[src/rtl/l2stub_pkg.sv]
package l2stub_pkg;

    localparam int DATA_W = 32;
    localparam int OFF_W  = 12;

    localparam logic [DATA_W-1:0] ID_WORD   = 32'h4100_00C8;
    localparam logic [DATA_W-1:0] AUX_RESET = 32'h0202_0000;

    localparam logic [OFF_W-1:0] OFF_ID     = 12'h000;
    localparam logic [OFF_W-1:0] OFF_CTYPE  = 12'h004;
    localparam logic [OFF_W-1:0] OFF_CTRL   = 12'h100;
    localparam logic [OFF_W-1:0] OFF_AUX    = 12'h104;
    localparam logic [OFF_W-1:0] OFF_TAG    = 12'h108;
    localparam logic [OFF_W-1:0] OFF_DATA   = 12'h10C;
    localparam logic [OFF_W-1:0] OFF_FSTART = 12'hC00;
    localparam logic [OFF_W-1:0] OFF_FEND   = 12'hC04;
    localparam logic [OFF_W-1:0] OFF_Q0     = 12'hF40;
    localparam logic [OFF_W-1:0] OFF_Q1     = 12'hF60;
    localparam logic [OFF_W-1:0] OFF_Q2     = 12'hF80;
    localparam logic [OFF_W-1:0] MAINT_LO   = 12'h730;
    localparam logic [OFF_W-1:0] MAINT_HI   = 12'h800;

    typedef enum logic [3:0] {
        RG_ID, RG_CTYPE, RG_CTRL, RG_AUX, RG_TAG, RG_DATA,
        RG_FSTART, RG_FEND, RG_MAINT, RG_QUIET, RG_BAD
    } region_e;

    typedef enum logic {
        RSP_IDLE = 1'b0,
        RSP_READ = 1'b1
    } rsp_state_e;

endpackage

[src/rtl/l2stub_decode.sv]
module l2stub_decode
    import l2stub_pkg::*;
(
    input  logic [OFF_W-1:0] offset,
    input  logic             is_write,
    output region_e          region,
    output logic             unmapped
);

    always_comb begin
        region = RG_BAD;
        if (offset >= MAINT_LO && offset < MAINT_HI) begin
            region = RG_MAINT;
        end else begin
            unique case (offset)
                OFF_ID:                region = RG_ID;
                OFF_CTYPE:             region = RG_CTYPE;
                OFF_CTRL:              region = RG_CTRL;
                OFF_AUX:               region = RG_AUX;
                OFF_TAG:               region = RG_TAG;
                OFF_DATA:              region = RG_DATA;
                OFF_FSTART:            region = RG_FSTART;
                OFF_FEND:              region = RG_FEND;
                OFF_Q0, OFF_Q1, OFF_Q2: region = RG_QUIET;
                default:               region = RG_BAD;
            endcase
        end
    end

    // read-only words count as unmapped for writes
    assign unmapped = (region == RG_BAD) ||
                      (is_write && (region == RG_ID || region == RG_CTYPE));

endmodule

[src/rtl/l2stub_regs.sv]
module l2stub_regs
    import l2stub_pkg::*;
#(
    parameter logic [DATA_W-1:0] CTYPE_INIT = 32'h1C10_0100
) (
    input  logic              clk,
    input  logic              rst_n,
    input  logic              wr_en,
    input  logic              rd_en,
    input  region_e           region,
    input  logic [DATA_W-1:0] wdata,
    output logic [DATA_W-1:0] rd_value
);

    localparam int SZ_W      = 5;
    localparam int SZ_HI_POS = 18;
    localparam int SZ_LO_POS = 6;

    logic              ctrl_q;
    logic [DATA_W-1:0] aux_q, tag_q, data_q, fstart_q, fend_q;
    logic [DATA_W-1:0] ctype_q = CTYPE_INIT;
    logic [SZ_W-1:0]   size_code;
    logic [DATA_W-1:0] size_ext;
    logic [DATA_W-1:0] ctype_rd;

    always_ff @(posedge clk) begin
        if (!rst_n) begin
            ctrl_q   <= 1'b0;
            aux_q    <= AUX_RESET;
            tag_q    <= '0;
            data_q   <= '0;
            fstart_q <= '0;
            fend_q   <= '0;
        end else if (wr_en) begin
            unique case (region)
                RG_CTRL:   ctrl_q   <= wdata[0];
                RG_AUX:    aux_q    <= wdata;
                RG_TAG:    tag_q    <= wdata;
                RG_DATA:   data_q   <= wdata;
                RG_FSTART: fstart_q <= wdata;
                RG_FEND:   fend_q   <= wdata;
                default:   ;
            endcase
        end
    end

    assign size_code = {aux_q[19:17], 1'b0, aux_q[16]};
    assign size_ext  = {{(DATA_W-SZ_W){1'b0}}, size_code};
    assign ctype_rd  = ctype_q | (size_ext << SZ_HI_POS) | (size_ext << SZ_LO_POS);

    // sticky word: no reset, only reads update it
    always_ff @(posedge clk) begin
        if (rd_en && region == RG_CTYPE) ctype_q <= ctype_rd;
    end

    always_comb begin
        unique case (region)
            RG_ID:     rd_value = ID_WORD;
            RG_CTYPE:  rd_value = ctype_rd;
            RG_CTRL:   rd_value = {{(DATA_W-1){1'b0}}, ctrl_q};
            RG_AUX:    rd_value = aux_q;
            RG_TAG:    rd_value = tag_q;
            RG_DATA:   rd_value = data_q;
            RG_FSTART: rd_value = fstart_q;
            RG_FEND:   rd_value = fend_q;
            default:   rd_value = '0;
        endcase
    end

    AST_CTYPE_STICKY: assert property (@(posedge clk) disable iff (!rst_n)
        (ctype_q & $past(ctype_q)) == $past(ctype_q));
    AST_CTYPE_HOLD: assert property (@(posedge clk) disable iff (!rst_n)
        !(rd_en && region == RG_CTYPE) |=> $stable(ctype_q));

endmodule

[src/rtl/l2stub_rsp.sv]
module l2stub_rsp
    import l2stub_pkg::*;
(
    input  logic              clk,
    input  logic              rst_n,
    input  logic              rd_req,
    input  logic              bad_req,
    input  logic [DATA_W-1:0] rd_value,
    output logic [DATA_W-1:0] rsp_rdata,
    output logic              rsp_valid,
    output logic              bad_access
);

    rsp_state_e state_q, state_d;
    logic [DATA_W-1:0] data_q;
    logic              bad_q;

    always_comb begin
        unique case (state_q)
            RSP_IDLE: state_d = rd_req ? RSP_READ : RSP_IDLE;
            RSP_READ: state_d = rd_req ? RSP_READ : RSP_IDLE;
            default:  state_d = RSP_IDLE;
        endcase
    end

    always_ff @(posedge clk) begin
        if (!rst_n) state_q <= RSP_IDLE;
        else        state_q <= state_d;
    end

    always_ff @(posedge clk) begin
        if (!rst_n) begin
            data_q <= '0;
            bad_q  <= 1'b0;
        end else begin
            data_q <= rd_req ? rd_value : '0;
            bad_q  <= bad_req;
        end
    end

    assign rsp_valid  = (state_q == RSP_READ);
    assign rsp_rdata  = data_q;
    assign bad_access = bad_q;

    AST_RSP_AFTER_READ: assert property (@(posedge clk) disable iff (!rst_n)
        rd_req |=> rsp_valid);
    AST_NO_RSP_WITHOUT_READ: assert property (@(posedge clk) disable iff (!rst_n)
        !rd_req |=> !rsp_valid);
    AST_IDLE_DATA_ZERO: assert property (@(posedge clk) disable iff (!rst_n)
        !rsp_valid |-> rsp_rdata == '0);

endmodule

[src/rtl/l2stub_regbank.sv]
module l2stub_regbank
    import l2stub_pkg::*;
#(
    parameter int                ADDR_W     = 32,
    parameter logic [DATA_W-1:0] CTYPE_INIT = 32'h1C10_0100
) (
    input  logic              clk,
    input  logic              rst_n,
    input  logic              req_valid,
    input  logic              req_write,
    input  logic [ADDR_W-1:0] req_addr,
    input  logic [31:0]       req_wdata,
    output logic [31:0]       rsp_rdata,
    output logic              rsp_valid,
    output logic              bad_access
);

    logic [OFF_W-1:0]  offset;
    region_e           region;
    logic              unmapped;
    logic              wr_en, rd_en;
    logic [DATA_W-1:0] rd_value;

    assign offset = req_addr[OFF_W-1:0];
    assign wr_en  = req_valid && req_write;
    assign rd_en  = req_valid && !req_write;

    l2stub_decode u_decode (
        .offset   (offset),
        .is_write (req_write),
        .region   (region),
        .unmapped (unmapped)
    );

    l2stub_regs #(.CTYPE_INIT(CTYPE_INIT)) u_regs (
        .clk      (clk),
        .rst_n    (rst_n),
        .wr_en    (wr_en),
        .rd_en    (rd_en),
        .region   (region),
        .wdata    (req_wdata),
        .rd_value (rd_value)
    );

    l2stub_rsp u_rsp (
        .clk        (clk),
        .rst_n      (rst_n),
        .rd_req     (rd_en),
        .bad_req    (req_valid && unmapped),
        .rd_value   (rd_value),
        .rsp_rdata  (rsp_rdata),
        .rsp_valid  (rsp_valid),
        .bad_access (bad_access)
    );

    AST_CTRL_UPPER_ZERO: assert property (@(posedge clk) disable iff (!rst_n)
        (rd_en && offset == OFF_CTRL) |=> rsp_rdata[31:1] == '0);
    AST_MAINT_DONE: assert property (@(posedge clk) disable iff (!rst_n)
        (rd_en && offset >= MAINT_LO && offset < MAINT_HI)
            |=> (rsp_rdata == '0 && !bad_access));
    AST_ID_CONST: assert property (@(posedge clk) disable iff (!rst_n)
        (rd_en && offset == OFF_ID) |=> rsp_rdata == ID_WORD);
    AST_BAD_FLAGGED: assert property (@(posedge clk) disable iff (!rst_n)
        (req_valid && region == RG_BAD) |=> bad_access);
    AST_BAD_IDLE_LOW: assert property (@(posedge clk) disable iff (!rst_n)
        !req_valid |=> !bad_access);

endmodule

[config.mk]
export PLATFORM = sky130hd
export DESIGN_NAME = l2stub_regbank
export DESIGN_NICKNAME = d
export VERILOG_FILES = /design/src/rtl/l2stub_pkg.sv /design/src/rtl/l2stub_decode.sv /design/src/rtl/l2stub_regs.sv /design/src/rtl/l2stub_rsp.sv /design/src/rtl/l2stub_regbank.sv
export SDC_FILE = /design/constraint.sdc
export NUM_CORES = 1
export LEC_CHECK = 0
export CAP_MARGIN = 10
export CORE_ASPECT_RATIO = 1.2
export CORE_MARGIN = 8
export CORE_UTILIZATION = 40
export CTS_BUF_LIST = sky130_fd_sc_hd__clkbuf_2
export CTS_CLUSTER_DIAMETER = 60
export DETAILED_ROUTE_END_ITERATION = 8
export GPL_ROUTABILITY_DRIVEN = 0
export GPL_TIMING_DRIVEN = 0
export HOLD_SLACK_MARGIN = 0.03
export MAX_ROUTING_LAYER = met4
export PLACE_DENSITY = 0.74
export SYNTH_ARGS = -nofsm -noshare
export SYNTH_HDL_FRONTEND = slang
export SYNTH_SLANG_ARGS = --single-unit
[constraint.sdc]
create_clock -name clk -period 2.8 [get_ports clk]
set_input_delay 0.56 -clock clk [delete_from_list [all_inputs] [get_ports clk]]
set_output_delay 0.56 -clock clk [all_outputs]
set_load 0.005 [all_outputs]
# Word-level counts from Yosys, hierarchy flattened
# Index checks and enable logic that the tools add are counted.
# totals
regBits,227
inputBits,68
output_inout_bits,34
wordCells,55
# op_classes
order_cmp,2
n_eq_ne,18
n_mux,4
bitwise,2
n_reduce_logical,19
# op_table
cell,count
$pmux W32 S8,1
$eq A12 B12 Y1 const B,5
$eq A12 B9 Y1 const B,4
$pmux W4 S9,1
$or A32 B11 Y32,1
$or A32 B23 Y32,1
$eq A4 B3 Y1 const B,4
$reduce_and A2 Y1,7
$eq A12 B3 Y1 const B,1
$ge A12 B11 Y1 const B,1
$logic_not A12 Y1,1
$lt A12 B12 Y1 const B,1
$eq A4 B2 Y1 const B,2
$logic_and A1 B1 Y1,6
$eq A4 B1 Y1 const B,1
$eq A4 B4 Y1 const B,1
$logic_not A4 Y1,1
$mux W4,1
$reduce_or A3 Y1,1
$logic_or A1 B1 Y1,2
$logic_not A1 Y1,1
$mux W1,1

# Logic depth before layout (Yosys ltp)
# logic_depth
ltp_word,9
ltp_mapped,9

# Cells and area by module
# A second synthesis with hierarchy kept.
# hier_totals
hier_cells,1094
area_unflattened_um2,9680.5
# modules_own_cells
module,instances,cells_per_inst,area_each_um2,seq_area_each_um2
l2stub_regs,1,983,8464.4,3463.3
l2stub_rsp,1,74,963.4,680.7
l2stub_decode,1,34,230.2,0.0
l2stub_regbank,1,3,22.5,0.0

# Worst setup path before layout
# No wires, ideal clock.
# synth_path
path_type,input to register
startpoint,in req_addr[4]
endpoint,reg u_regs.ctype_q[10] (enable)
arrival_ns,2.430
setup_slack_ns,-0.025
cell_stages,5
n_path_buf,1
path_cell_list,or3_1 > buf_2 > nor2_1 > nand2_1 > nor4_1
# synth_between
elab_chain_cells,6
elab_cells_between_ends,19
classes_between,2 x order compare; 11 x eq/ne; 2 x mux; 4 x reduce/logical
# synth_lines
item,line_no,rtl
start: declaration,l2stub_regbank.sv:11,"input logic [ADDR_W-1:0] req_addr,"
$eq A12 B12 Y1,l2stub_decode.sv:15,unique case (offset)
$reduce_or A3 Y1,l2stub_decode.sv:15,
$pmux W4 S9,l2stub_decode.sv:15,
$mux W4 *,l2stub_decode.sv:12,if (offset >= MAINT_LO && offset < MAINT_HI) begin
$eq A4 B1 Y1 *,l2stub_regs.sv:53,if (rd_en && region == RG_CTYPE) ctype_q <= ctype_rd;
$logic_and A1 B1 Y1 *,l2stub_regs.sv:53,
end signal: assignment,l2stub_regs.sv:53,
end: declaration,l2stub_regs.sv:21,logic [DATA_W-1:0] ctype_q = CTYPE_INIT;
# Mark *: on every way between the ends. The rest lies on a longest branch, timed or not.
# A chain may end at the register's enable or synchronous reset.

# Worst setup path in the final report
# layout_path
startpoint,in req_addr[2]
endpoint,reg u_regs.ctype_q[6] (enable)
# Same word-level chain as after synthesis.

==> results.yml <==
synth:
  netlist_top_cells_area: "dfxtp_1 (45%), nand2_1 (13%), mux2i_1 (7.8%)"
  synth_nets: 1021
  synth-xor-area-share_pct: 0
  postSynth.topFlopCell: "dfxtp_1"
  postSynthRegisterBits: 203
  synth_warnings: 0
  post_synth_instance_area_sq_um: 8603
  synth_compound_area_share_pct: 17.64
  yosys.area_share.adder_pct: 0
  mux_cell_area_share_after_synthesis_pct: 11.20
  post_synth_num_cell_types: 51
  synth-edff-count: 8
  synth.avg_cell_area_sq_um: 9.028
  synthArstFlopShare_pct: 0
  synth_largest_type_area_fraction_pct: 45.38
  synth_top_family_by_area: "simple AND/OR/NAND/NOR gates"
  yosys.area_share.simple_pct: 19.14
  synth_seq_area_share_pct: 48.17
  yosys.area.top_type: "dfxtp_1"
  netlist_instances: 953
timing:
  hold_violation_total_from_the_final_report: 0
  whs_ps: 272.2
  clock-skew-final_ps: 101.0
  post-route-period-util_pct: 98.85
  slew_headroom_pct: 26.37
  setup_total_negative_slack_ps: 0
  setup_ws_ps: 32.17
  timing.final.max_slew_violations: 0
  timing_worst_slew_pin_value_ps: 1095
  setup_repair_after_global_routing_missed_its_margin: "no"
  timing.fmax_ghz: 0.3613
  setup_viol_count_final: 0
  finalWorstPathRequiredPeriod_ps: 2768
floorplanning:
  initial_core_util_pct: 40.19
  width_of_the_die_um: 149.9
  floorplan.rows: 59
  dieArea_sq_um: 26480
  io_pins: 102
  floorplan.die.height_um: 176.7
  core_area_sq_um: 21410
cells_and_area:
  flow.area_growth_from_synthesis_pct: 18.72
  layout-drive-gt1-share_pct: 13.08
  layout.cells.most_common_list: "nand2_1 (293), dfxtp_1 (195), a21boi_0 (81)"
  layout.cells.most_common: "nand2_1"
  finalNetCount: 1149
  finalCoreUtilization_pct: 47.71
global_routing:
  grt_first_pass_wirelength_um: 39250
  number_of_global_route_vias_before_repair: 7575
  grt_max_degree: 14
  globalRoute.totalOverflow: 0
  gr-usage-all-layers_pct: 19.03
  grt_antenna_before_repair: 1
clocking:
  clk_pin_slew_ps: 120
  clkLatencyLatePin_ps: 830
  cts_setup_buffers: 0
  cts_made_buffers: 47
  numClockSinks: 203
  holdBufCountCts: 0
  htree_depth: 2
  clock_tree.root_cell: "clkbuf_2"
  tritoncts: "built"
  clk_path_buf_depth: 3
routing:
  drtPass1Iterations: 7
  route.detailed.wl_per_inst_um: 17.79
  drc: 0
  drt-total-wl_um: 24750
  initialDrtViolationCount: 541
  via_count: 7508
  drt.antenna.violating_nets: 0
  dr_vias_cell: 5.398
worst_setup_path:
  crit_required_ps: 3200
  crit_fanout: 10
  cp-start-kind: "input port"
  worst-setup-path-type: "in2reg"
  critical_path_arrival_ps: 3170
  timing.reg2reg.setup_slack_ps: 1340
  setup.worst_path.end_class: "flip-flop"
power:
  powerDensity_nw_per_um2: 494.5
  power_uw: 5051
  largest_voltage_drop_on_the_vdd_net_mv: 0.2371
  p_leak_uw: 0.003648
placement:
  pre_cts_ws_ps: -1444
  buffer_ports.inserted: 79
  place.detailed.hpwl_um: 17220
run_status:
  outcome: "completed"
run:
  max_cap_violations: 0
min_path:
  worstHoldPathType: "in2reg"
-- cell families after synthesis --
kind of cell / Yosys count
AND/OR/NAND/NOR: 388
flip-flops: 203
multiplexers: 93
buffers and inverters: 79
AO/OA/AOI/OAI: 190
-- worst max-delay path: stages --
cell,delay (ps)
clkdlybuf4s50_1,570
buf_1,530
clkbuf_1,530
nand2_1,130
nor4_2,840
-- sequential cells by signal (all words and copies together), names as in the netlist --
signal and count:
u_rsp.bad_access 1, u_regs.fstart_q 32, u_regs.aux_q 32, u_rsp.rsp_valid 1, u_regs.ctype_q 8, u_rsp.rsp_rdata 32, u_regs.fend_q 32, u_regs.tag_q 32
u_regs.ctrl_q 1, u_regs.data_q 32
-- per-layer routing --
layer  routed length (um)  vias to the layer above  track usage [%]
met4                  693                        0            8.177
met3                 1607                       61            3.658
met5                    0                        -                -
met1                10300                     3560            21.80
met2                12150                      307            31.90
li1                     -                     3580                -
-- timing repair --
action | 4_1_cts | 5_1_grt
resized for setup | 9 | 11
pin swaps | 0 | 1
setup endpoints to repair | 68 | 93
-- cells in the mapped netlist, types with 9 or more instances --
library cell and n:
nor2_1 36, a221o_1 31, mux2i_1 67, a21oi_1 9
a21boi_1 15, dfxtp_1 195, a21boi_0 81, clkbuf_1 63
or2_2 10, nor2b_1 9, a22oi_1 26, buf_2 10
mux2_2 26, nand2_1 293
-- worst paths after layout --
| kind | cells past startpoint | from | endpoint |
|---|---|---|---|
| max reg2reg | 3 | u_regs.aux_q[18]$_SDFFE_PN0P_ | u_rsp.rsp_rdata[21]$_SDFF_PN0_ |
| min | 4 | req_addr[8] | u_rsp.bad_access$_SDFF_PN0_ |
| max | 5 | req_addr[2] | u_regs.ctype_q[6]$_DFFE_PP_ |
| min reg2reg | 2 | u_regs.tag_q[6]$_SDFFE_PN0P_ | u_rsp.rsp_rdata[6]$_SDFF_PN0_ |
-- where the power goes --
| part | switching, uW | total [uW] | leakage, uW | internal (uW) |
|---|---|---|---|---|
| clock | 1170 | 1860 | 0.000324 | 696 |
| combinational | 167 | 285 | 0.00171 | 118 |
| sequential | 0.376 | 2900 | 0.00161 | 2900 |
| total | 1330 | 5050 | 0.00365 | 3720 |
-- stage by stage --
stage          cells  instance area, sq um
2_1_floorplan    953                  8610
3_3_place_gp    1306                  9743
3_5_place_dp    1307                  9748
4_1_cts         1391                 10190
5_1_grt         1391                 10210
6_report        1391                 10210
-- layout make-up --
cell class | instances | area [sq um]
Tap cell | 274 | 342.8
Timing Repair Buffer | 80 | 795.8
Buffer | 77 | 335.3
Clock inverter | 10 | 46.29
Clock buffer | 74 | 370.4
Sequential cell | 203 | 4144
Multi-Input combinational cell | 671 | 4173
Inverter | 1 | 3.754
Fill cell | 2057 | 11190
Antenna cell | 1 | 2.502
Power figures use the tool's default switching activity.
